## config.mk

```make
export PLATFORM = sky130hd
export DESIGN_NAME = wdg64_keyed
export DESIGN_NICKNAME = d
export VERILOG_FILES = /design/src/rtl/wdg_pkg.sv /design/src/rtl/wdg_cfg.sv /design/src/rtl/wdg_counter.sv /design/src/rtl/wdg_keyfsm.sv /design/src/rtl/wdg64_keyed.sv
export SDC_FILE = /design/constraint.sdc
export NUM_CORES = 1
export LEC_CHECK = 0
export BUFFER_PORTS_ARGS = -buffer_cell sky130_fd_sc_hd__buf_2
export CAP_MARGIN = 5
export CORE_ASPECT_RATIO = 1.1
export CORE_MARGIN = 5
export CORE_UTILIZATION = 33
export DETAILED_ROUTE_END_ITERATION = 8
export PLACE_DENSITY = 0.48
export SYNTH_ARGS = -nofsm -noshare
export SYNTH_HDL_FRONTEND = slang
export SYNTH_SLANG_ARGS = --single-unit
```

## constraint.sdc

```tcl
create_clock -name clk -period 5.2 [get_ports clk]
set_input_delay 0.52 -clock clk [delete_from_list [all_inputs] [get_ports clk]]
set_output_delay 0.52 -clock clk [all_outputs]
set_load 0.01 [all_outputs]
```

## src/rtl/wdg_pkg.sv

```systemverilog
package wdg_pkg;

    typedef enum logic [2:0] {
        ST_IDLE    = 3'd0,
        ST_ARMING  = 3'd1,
        ST_RUNNING = 3'd2,
        ST_SERVING = 3'd3,
        ST_TRIPPED = 3'd4
    } wdg_state_e;

    // byte offsets of the register window
    localparam int unsigned OFS_CNT_LO = 32'h10;
    localparam int unsigned OFS_CNT_HI = 32'h14;
    localparam int unsigned OFS_PRD_LO = 32'h18;
    localparam int unsigned OFS_PRD_HI = 32'h1C;
    localparam int unsigned OFS_TMODE  = 32'h20;
    localparam int unsigned OFS_GCTL   = 32'h24;
    localparam int unsigned OFS_WDCTL  = 32'h28;

    // watchdog-control field positions
    localparam int unsigned KEY_LSB  = 16;
    localparam int unsigned FLAG_BIT = 15;
    localparam int unsigned EN_BIT   = 14;

    // mode field positions and required values
    localparam int unsigned TMODE_LSB  = 6;
    localparam logic [1:0]  TMODE_CONT = 2'd2;
    localparam logic [1:0]  GMODE_WDOG = 2'd2;

endpackage

```

## src/rtl/wdg_cfg.sv

```systemverilog
module wdg_cfg #(
    parameter int unsigned DATA_W = 32,
    localparam int unsigned CNT_W = 2 * DATA_W
) (
    input  logic              clk,
    input  logic              rst_n,
    input  logic              locked,
    input  logic [1:0]        wr_prd,
    input  logic              wr_tmode,
    input  logic              wr_gctl,
    input  logic [DATA_W-1:0] wdata,
    input  logic [1:0]        tmode_in,
    input  logic [3:0]        gctl_in,
    output logic [CNT_W-1:0]  period,
    output logic [1:0]        tmode,
    output logic [3:0]        gctl
);

    logic [DATA_W-1:0] prd_half [2];

    for (genvar h = 0; h < 2; h++) begin : g_prd
        always_ff @(posedge clk) begin
            if (!rst_n) begin
                prd_half[h] <= '0;
            end else if (wr_prd[h] && !locked) begin
                prd_half[h] <= wdata;
            end
        end

        // period frozen once locked
        a_r4_prd_frozen: assert property (@(posedge clk) disable iff (!rst_n)
            (locked && wr_prd[h]) |=> $stable(prd_half[h]));
    end

    assign period = {prd_half[1], prd_half[0]};

    always_ff @(posedge clk) begin
        if (!rst_n) begin
            tmode <= '0;
            gctl  <= '0;
        end else if (!locked) begin
            if (wr_tmode) tmode <= tmode_in;
            if (wr_gctl)  gctl  <= gctl_in;
        end
    end

    // control fields frozen once locked
    a_r4_ctl_frozen: assert property (@(posedge clk) disable iff (!rst_n)
        (locked && (wr_tmode || wr_gctl)) |=> ($stable(tmode) && $stable(gctl)));

endmodule

```

## src/rtl/wdg_counter.sv

```systemverilog
module wdg_counter #(
    parameter int unsigned DATA_W = 32,
    localparam int unsigned CNT_W = 2 * DATA_W
) (
    input  logic              clk,
    input  logic              rst_n,
    input  logic              locked,
    input  logic [1:0]        wr_cnt,
    input  logic [1:0]        half_rel,
    input  logic              run,
    input  logic              restart,
    input  logic              rd_lo,
    input  logic [DATA_W-1:0] wdata,
    input  logic [CNT_W-1:0]  period,
    output logic [DATA_W-1:0] cnt_lo,
    output logic [DATA_W-1:0] snap_hi,
    output logic              hit
);

    logic [DATA_W-1:0] half_q [2];
    logic [CNT_W-1:0]  cnt_full;
    logic [CNT_W-1:0]  cnt_inc;

    assign cnt_full = {half_q[1], half_q[0]};
    assign cnt_inc  = cnt_full + CNT_W'(1);
    assign hit      = run && (cnt_full == period);

    for (genvar h = 0; h < 2; h++) begin : g_half
        always_ff @(posedge clk) begin
            if (!rst_n) begin
                half_q[h] <= '0;
            end else if (restart) begin
                half_q[h] <= '0;
            end else if (run) begin
                if (!hit) half_q[h] <= cnt_inc[h*DATA_W +: DATA_W];
            end else if (!locked) begin
                if (!half_rel[h])   half_q[h] <= '0;
                else if (wr_cnt[h]) half_q[h] <= wdata;
            end
        end
    end

    always_ff @(posedge clk) begin
        if (!rst_n)     snap_hi <= '0;
        else if (rd_lo) snap_hi <= half_q[1];
    end

    assign cnt_lo = half_q[0];

    // a service restart leaves a zero count
    a_r8_restart_zero: assert property (@(posedge clk) disable iff (!rst_n)
        restart |=> (cnt_full == '0));

    // the count stops at the period value
    a_r7_hold_at_hit: assert property (@(posedge clk) disable iff (!rst_n)
        hit |=> $stable(cnt_full));

    // no movement while locked and not counting
    a_r5_hold_idle: assert property (@(posedge clk) disable iff (!rst_n)
        (locked && !run && !restart) |=> $stable(cnt_full));

    // a half held in reset reads zero
    a_r6_half_reset: assert property (@(posedge clk) disable iff (!rst_n)
        (!locked && !half_rel[0]) |=> (half_q[0] == '0));

endmodule

```

## src/rtl/wdg_keyfsm.sv

```systemverilog
module wdg_keyfsm
    import wdg_pkg::*;
#(
    parameter int unsigned KEY_W   = 16,
    parameter logic [KEY_W-1:0] KEY_ARM = 16'hA5C6,
    parameter logic [KEY_W-1:0] KEY_GO  = 16'hDA7E
) (
    input  logic             clk,
    input  logic             rst_n,
    input  logic             key_wr,
    input  logic [KEY_W-1:0] key,
    input  logic             en_bit,
    input  logic             hit,
    output logic             locked,
    output logic             live,
    output logic             restart,
    output logic             rst_req,
    output logic             flag
);

    wdg_state_e st, nxt;
    logic       trip_now;

    always_comb begin
        nxt = st;
        unique case (st)
            ST_IDLE:
                if (key_wr && en_bit && key == KEY_ARM) nxt = ST_ARMING;
            ST_ARMING:
                if (key_wr && en_bit && key == KEY_GO) nxt = ST_RUNNING;
            ST_RUNNING:
                if (hit)         nxt = ST_TRIPPED;
                else if (key_wr) nxt = (key == KEY_ARM) ? ST_SERVING : ST_TRIPPED;
            ST_SERVING:
                if (hit)         nxt = ST_TRIPPED;
                else if (key_wr) nxt = (key == KEY_GO) ? ST_RUNNING : ST_TRIPPED;
            ST_TRIPPED:
                nxt = ST_TRIPPED;
            default:
                nxt = ST_TRIPPED;
        endcase
    end

    // state register
    always_ff @(posedge clk) begin
        if (!rst_n) st <= ST_IDLE;
        else        st <= nxt;
    end

    assign trip_now = (nxt == ST_TRIPPED) && (st != ST_TRIPPED);
    assign locked   = (st != ST_IDLE);
    assign live     = (st == ST_RUNNING) || (st == ST_SERVING);
    assign restart  = (st == ST_SERVING) && key_wr && (key == KEY_GO) && !hit;

    // registered outputs
    always_ff @(posedge clk) begin
        if (!rst_n) begin
            rst_req <= 1'b0;
            flag    <= 1'b0;
        end else begin
            rst_req <= trip_now;
            if (live && hit) flag <= 1'b1;
        end
    end

    // single-cycle request
    a_r10_one_cycle: assert property (@(posedge clk) disable iff (!rst_n)
        rst_req |=> !rst_req);

    // flag is sticky
    a_r10_flag_sticky: assert property (@(posedge clk) disable iff (!rst_n)
        flag |=> flag);

    // tripped is terminal
    a_r10_trip_final: assert property (@(posedge clk) disable iff (!rst_n)
        (st == ST_TRIPPED) |=> (st == ST_TRIPPED));

    // period match sets flag and pulses request
    a_r7_match_trips: assert property (@(posedge clk) disable iff (!rst_n)
        (live && hit) |=> (flag && rst_req));

    // mismatched key while running pulses without flag
    a_r9_bad_key: assert property (@(posedge clk) disable iff (!rst_n)
        ((st == ST_RUNNING) && key_wr && key != KEY_ARM && !hit) |=> (rst_req && !flag));

    // first key with enable arms
    a_r3_arm_step: assert property (@(posedge clk) disable iff (!rst_n)
        ((st == ST_IDLE) && key_wr && en_bit && key == KEY_ARM) |=> (st == ST_ARMING));

    // no request outside counting states
    a_r12_quiet_setup: assert property (@(posedge clk) disable iff (!rst_n)
        (!live) |=> !rst_req);

endmodule

```

## src/rtl/wdg64_keyed.sv

```systemverilog
module wdg64_keyed
    import wdg_pkg::*;
#(
    parameter int unsigned ADDR_W  = 6,
    parameter int unsigned DATA_W  = 32,
    parameter int unsigned KEY_W   = 16,
    parameter logic [KEY_W-1:0] KEY_ARM = 16'hA5C6,
    parameter logic [KEY_W-1:0] KEY_GO  = 16'hDA7E
) (
    input  logic              clk,
    input  logic              rst_n,
    input  logic [ADDR_W-1:0] bus_addr,
    input  logic              bus_we,
    input  logic              bus_re,
    input  logic [DATA_W-1:0] bus_wdata,
    output logic [DATA_W-1:0] bus_rdata,
    output logic              rst_req,
    output logic              timeout_flag
);

    localparam int unsigned CNT_W = 2 * DATA_W;

    logic sel_cnt_lo, sel_cnt_hi, sel_prd_lo, sel_prd_hi;
    logic sel_tmode, sel_gctl, sel_wdctl;

    assign sel_cnt_lo = (bus_addr == ADDR_W'(OFS_CNT_LO));
    assign sel_cnt_hi = (bus_addr == ADDR_W'(OFS_CNT_HI));
    assign sel_prd_lo = (bus_addr == ADDR_W'(OFS_PRD_LO));
    assign sel_prd_hi = (bus_addr == ADDR_W'(OFS_PRD_HI));
    assign sel_tmode  = (bus_addr == ADDR_W'(OFS_TMODE));
    assign sel_gctl   = (bus_addr == ADDR_W'(OFS_GCTL));
    assign sel_wdctl  = (bus_addr == ADDR_W'(OFS_WDCTL));

    logic              locked, live, restart, hit, run, cfg_ok;
    logic [CNT_W-1:0]  period;
    logic [1:0]        tmode;
    logic [3:0]        gctl;
    logic [DATA_W-1:0] cnt_lo, snap_hi;
    logic [DATA_W-1:0] rd_mux;

    wdg_keyfsm #(
        .KEY_W   (KEY_W),
        .KEY_ARM (KEY_ARM),
        .KEY_GO  (KEY_GO)
    ) u_fsm (
        .clk     (clk),
        .rst_n   (rst_n),
        .key_wr  (bus_we && sel_wdctl),
        .key     (bus_wdata[KEY_LSB +: KEY_W]),
        .en_bit  (bus_wdata[EN_BIT]),
        .hit     (hit),
        .locked  (locked),
        .live    (live),
        .restart (restart),
        .rst_req (rst_req),
        .flag    (timeout_flag)
    );

    wdg_cfg #(
        .DATA_W (DATA_W)
    ) u_cfg (
        .clk      (clk),
        .rst_n    (rst_n),
        .locked   (locked),
        .wr_prd   ({bus_we && sel_prd_hi, bus_we && sel_prd_lo}),
        .wr_tmode (bus_we && sel_tmode),
        .wr_gctl  (bus_we && sel_gctl),
        .wdata    (bus_wdata),
        .tmode_in (bus_wdata[TMODE_LSB +: 2]),
        .gctl_in  (bus_wdata[3:0]),
        .period   (period),
        .tmode    (tmode),
        .gctl     (gctl)
    );

    assign cfg_ok = (gctl[3:2] == GMODE_WDOG) && gctl[0] && gctl[1] && (tmode == TMODE_CONT);
    assign run    = live && cfg_ok;

    wdg_counter #(
        .DATA_W (DATA_W)
    ) u_cnt (
        .clk      (clk),
        .rst_n    (rst_n),
        .locked   (locked),
        .wr_cnt   ({bus_we && sel_cnt_hi, bus_we && sel_cnt_lo}),
        .half_rel (gctl[1:0]),
        .run      (run),
        .restart  (restart),
        .rd_lo    (bus_re && sel_cnt_lo),
        .wdata    (bus_wdata),
        .period   (period),
        .cnt_lo   (cnt_lo),
        .snap_hi  (snap_hi),
        .hit      (hit)
    );

    always_comb begin
        rd_mux = '0;
        if (sel_cnt_lo)      rd_mux = cnt_lo;
        else if (sel_cnt_hi) rd_mux = snap_hi;
        else if (sel_prd_lo) rd_mux = period[DATA_W-1:0];
        else if (sel_prd_hi) rd_mux = period[CNT_W-1:DATA_W];
        else if (sel_tmode)  rd_mux[TMODE_LSB +: 2] = tmode;
        else if (sel_gctl)   rd_mux[3:0] = gctl;
        else if (sel_wdctl) begin
            rd_mux[FLAG_BIT] = timeout_flag;
            rd_mux[EN_BIT]   = locked;
        end
    end

    always_ff @(posedge clk) begin
        if (!rst_n)      bus_rdata <= '0;
        else if (bus_re) bus_rdata <= rd_mux;
    end

    // read data only changes after a read strobe
    a_r13_rd_stable: assert property (@(posedge clk) disable iff (!rst_n)
        !bus_re |=> $stable(bus_rdata));

endmodule

```

==> results list <==
- Final hold violations: 0
- Launch point of the worst path: u_cnt.half_q[0][17]
- Data arrival time of the worst path: 3.57 ns
* Global-route wire length before repair: 57400 µm
- Most common library cells after synthesis: sky130_fd_sc_hd__nand2_1 (211), sky130_fd_sc_hd__edfxtp_1 (128), sky130_fd_sc_hd__xnor2_1 (96)
* Final net count: 1227
- The die is 185 µm wide.
- CTS built an H-tree with a depth of 1.
* Delay of the slowest cell on the worst path: 0.60 ns
- The first routing iteration left 760 violations.
* Half-perimeter wire length of the detailed placement result: 26600 µm
- Number of global-route vias before repair: 8559
- Port buffering added 75 buffers.
* Setup skew after layout: 0.0101 ns
* Die boundary height: 202 µm
* Sequential fraction of the synthesis area: 48.3%
* Area share of the leading cell type in the synthesized netlist: 34.8%
* Row Count: 70
- Summing every instance area after synthesis gives 11100 µm².
- Count of inserted antenna diode cells: 0
* Largest area contributor in the netlist: sky130_fd_sc_hd__edfxtp_1
- In this run, CTS created clock tree buffers numbering 24.
- Max Transition Viols Final: 0
* Final setup slack of the worst path: 1.91 ns
* Startpoint of the worst hold path: bus_wdata[3]
* Master of the slowest instance on the critical path: sky130_fd_sc_hd__nand2_1
- After clock tree synthesis, the clock-pin slew on the worst setup and hold paths is 0.06 ns.
- The tool flagged a number of max-cap violations equal to 0.
- Maximum number of pins on one net before global-route repair: 55
- The detailed router placed 8724 vias in this run.
- Beginning of the worst register-to-register path: u_cnt.half_q[0][17]
- Transition time at the pin with the least slew margin: 1.07 ns
* Number of cell instances on the worst register-to-register path: 7
- The worst hold path belongs to the class in2reg.
* Count of endpoints failing setup in the final report: 0
* Register bit count reported by yosys: 203
- Max-slew headroom at the worst pin: 28.5%
- Crit start category: register
* Setup repair after global routing missed its margin: no
* CTS Hold Buffers Added: 0
- Most frequent cell after synthesis: sky130_fd_sc_hd__nand2_1
* Leakage component of the power: 4.47 nW
* Time the worst path needs with I/O delays and setup: 3.29 ns
- Via density per instance: 5.34
* Global-route congestion overflow total: 0
- Setup Crit Path Kind: reg2reg
- Of the available clock period, the critical path in the final layout requires 63.3%.
* Status: finished clean
- The number of nets in the synthesized netlist is 1182.
* Initial antenna violation count: 0
- In this run, synthesis inferred 128 flip-flops with an integrated enable.
- Starting Density: 33.3%
* Buffer type at the clock tree root: sky130_fd_sc_hd__clkbuf_16
* Last weighted congestion value of the routability-driven placer: 0.854
- Per-instance average area after synthesis: 9.71 µm²
- DRC errors left: 0
- Total Routing Usage GR: 20.3%
* Fraction of layout instances using a drive strength above 1: 14.1%
- At the later pin of the worst-skew pair, clock insertion delay measures 0.53 ns.
- Maximum operating frequency: 304 MHz
* First-pass detailed-route iteration total: 5
- At the placement stage, the worst setup path has a slack of 1.67 ns.
- The critical path goes through xnor2_1, nand4_1, nor4_1, nand4_1, a21oi_1, nand2_1, buf_12.
- Yosys attributes the largest share of cell area to sky130_fd_sc_hd__edfxtp_1 (35%), sky130_fd_sc_hd__dfxtp_1 (14%), sky130_fd_sc_hd__xnor2_1 (7.6%).
- Most frequently used flop master after synthesis: sky130_fd_sc_hd__edfxtp_1
- Along the worst path, the maximum fanout reaches 17.
- Counting flops with an async set or reset pin after synthesis yields a share of 0%.
* Top Ports: 76
- Per-cell routed wire length: 23.4 µm
- Distinct cell type count of the synthesized netlist: 61
- Gate count after technology mapping: 1139
- The number of gates resized after CTS was 0.
- Dividing total power by cell area gives a power density of 298 nW/µm².
- No sink is reached through more buffers than the 3 on the longest clock path.
- The worst setup path is captured at a register.
- Area of the core: 33200 µm²
* Total negative slack for setup checks: 0 ns
* Post-Route WL: 38300 µm
* Worst endpoint required time: 5.48 ns
- Residual antenna-violating net count after detailed routing: 0
* Total Die Area: 37300 µm²
* Cell depth of the worst hold path: 3
* Count of buffers added by post-CTS timing repair for setup: 0
- Ys Warns: 0
* Peak ir drop on the vdd network: 0.000188 V
- Clock tree from TritonCTS: built
- The clock net in this run drives a total of 203 sinks.
- Relative area change from synthesis to final layout: 15.7%
- In this design, the critical path's most frequently occurring cell is sky130_fd_sc_hd__nand4_1.
==> final cells by class <==
type,count,area [µm²]
fillers,3317,20400
multi-input cells,848,5430
flip-flops and latches,203,5350
clock buffers,36,747
repair buffers,94,543
well taps,432,541
clock inverters,8,143
inverters,13,48.8
==> critical path, delay by kind of cell (launching register included) <==
family                    cells  cell delay [ns]
DFF                           1             0.50
and+or+nand+nor               4             1.46
xor gates and xnor gates      1             0.32
AOI/OAI and AO/OA             1             0.36
buffers and inverters         1             0.39
==> layout by cell type (no fill, tap or decap), types with 11 or more instances in the layout <==
cell type | synthesis | final
sky130_fd_sc_hd__buf_2 | 32 | 75
sky130_fd_sc_hd__dfxtp_1 | 75 | 75
sky130_fd_sc_hd__nand2_1 | 211 | 211
sky130_fd_sc_hd__xnor2_1 | 96 | 96
sky130_fd_sc_hd__a21boi_1 | 14 | 14
sky130_fd_sc_hd__mux2i_1 | 32 | 32
sky130_fd_sc_hd__nand4_1 | 34 | 34
sky130_fd_sc_hd__clkbuf_16 | 0 | 25
sky130_fd_sc_hd__nor2_1 | 45 | 43
sky130_fd_sc_hd__xor2_1 | 30 | 30
sky130_fd_sc_hd__nor2b_1 | 17 | 16
sky130_fd_sc_hd__a221oi_1 | 17 | 17
sky130_fd_sc_hd__nand3_1 | 32 | 32
sky130_fd_sc_hd__buf_4 | 0 | 17
sky130_fd_sc_hd__and2_1 | 69 | 69
sky130_fd_sc_hd__o21ai_0 | 31 | 29
sky130_fd_sc_hd__a21boi_0 | 23 | 23
sky130_fd_sc_hd__a22oi_1 | 12 | 12
sky130_fd_sc_hd__inv_1 | 12 | 12
sky130_fd_sc_hd__and3_1 | 12 | 11
sky130_fd_sc_hd__nor3b_1 | 16 | 16
sky130_fd_sc_hd__o21ai_1 | 64 | 64
sky130_fd_sc_hd__edfxtp_1 | 128 | 128
==> where the power goes <==
part,total [mW],internal [mW],leakage (nW),switching [mW]
registers,1.74,1.73,2.09,0.0184
logic,0.205,0.0669,1.95,0.139
clock network,1.87,1.19,0.439,0.682
==> through the flow <==
step	instances	instance area, µm²	hold slack, ns	total power [mW]	utilization, %
floorplan	1139	11100	0.435	1.88	-
global placement	1590	11900	0.440	1.98	35.9
detailed placement	1590	11900	0.445	1.99	35.9
CTS	1634	12800	0.320	3.85	38.6
global route	1634	12800	0.340	3.93	38.6
finish	1634	12800	0.324	3.82	38.6
==> final timing paths <==
path                                             to  slack (ns)
worst max-delay path            u_cnt.half_q[1][10]        1.91
worst min-delay path                  u_cfg.gctl[3]        0.32
worst max register to register  u_cnt.half_q[1][10]        1.91
worst min register to register    u_cnt.snap_hi[25]        0.46
==> layer usage <==
layer	GRT usage (%)	wire length (µm)	share of wire, %	vias to the layer above
met1	30.1	17800	46	4250
met4	4.31	606	1.6	0
li1	-	-	-	4111
met2	31.8	17400	45	322
met5	0	0	0	-
met3	2.50	2540	6.6	41
==> registers in the layout, summed over array words and instances (netlist names) <==
name / cells
u_fsm.rst_req: 1
bus_rdata: 32
u_cnt.snap_hi: 32
u_fsm.flag: 1
u_cfg.gctl: 4
u_cfg.prd_half: 64
u_cfg.tmode: 2
u_fsm.st: 3
u_cnt.half_q: 64
==> logic make-up (layout without fill, tap and decap cells) <==
| kind of cell | Yosys count | in the layout | synth area share (%) |
|---|---|---|---|
| flops | 203 | 203 | 48.3 |
| simple gates | 489 | 489 | 23.5 |
| mux | 34 | 34 | 3.10 |
| buf+inv | 88 | 151 | 3.35 |
| fa+ha+maj | 1 | 1 | 0.113 |
| compound gates | 198 | 198 | 11.6 |
| xor+xnor | 126 | 126 | 9.98 |
No activity file was read; power rests on OpenSTA's default activity.
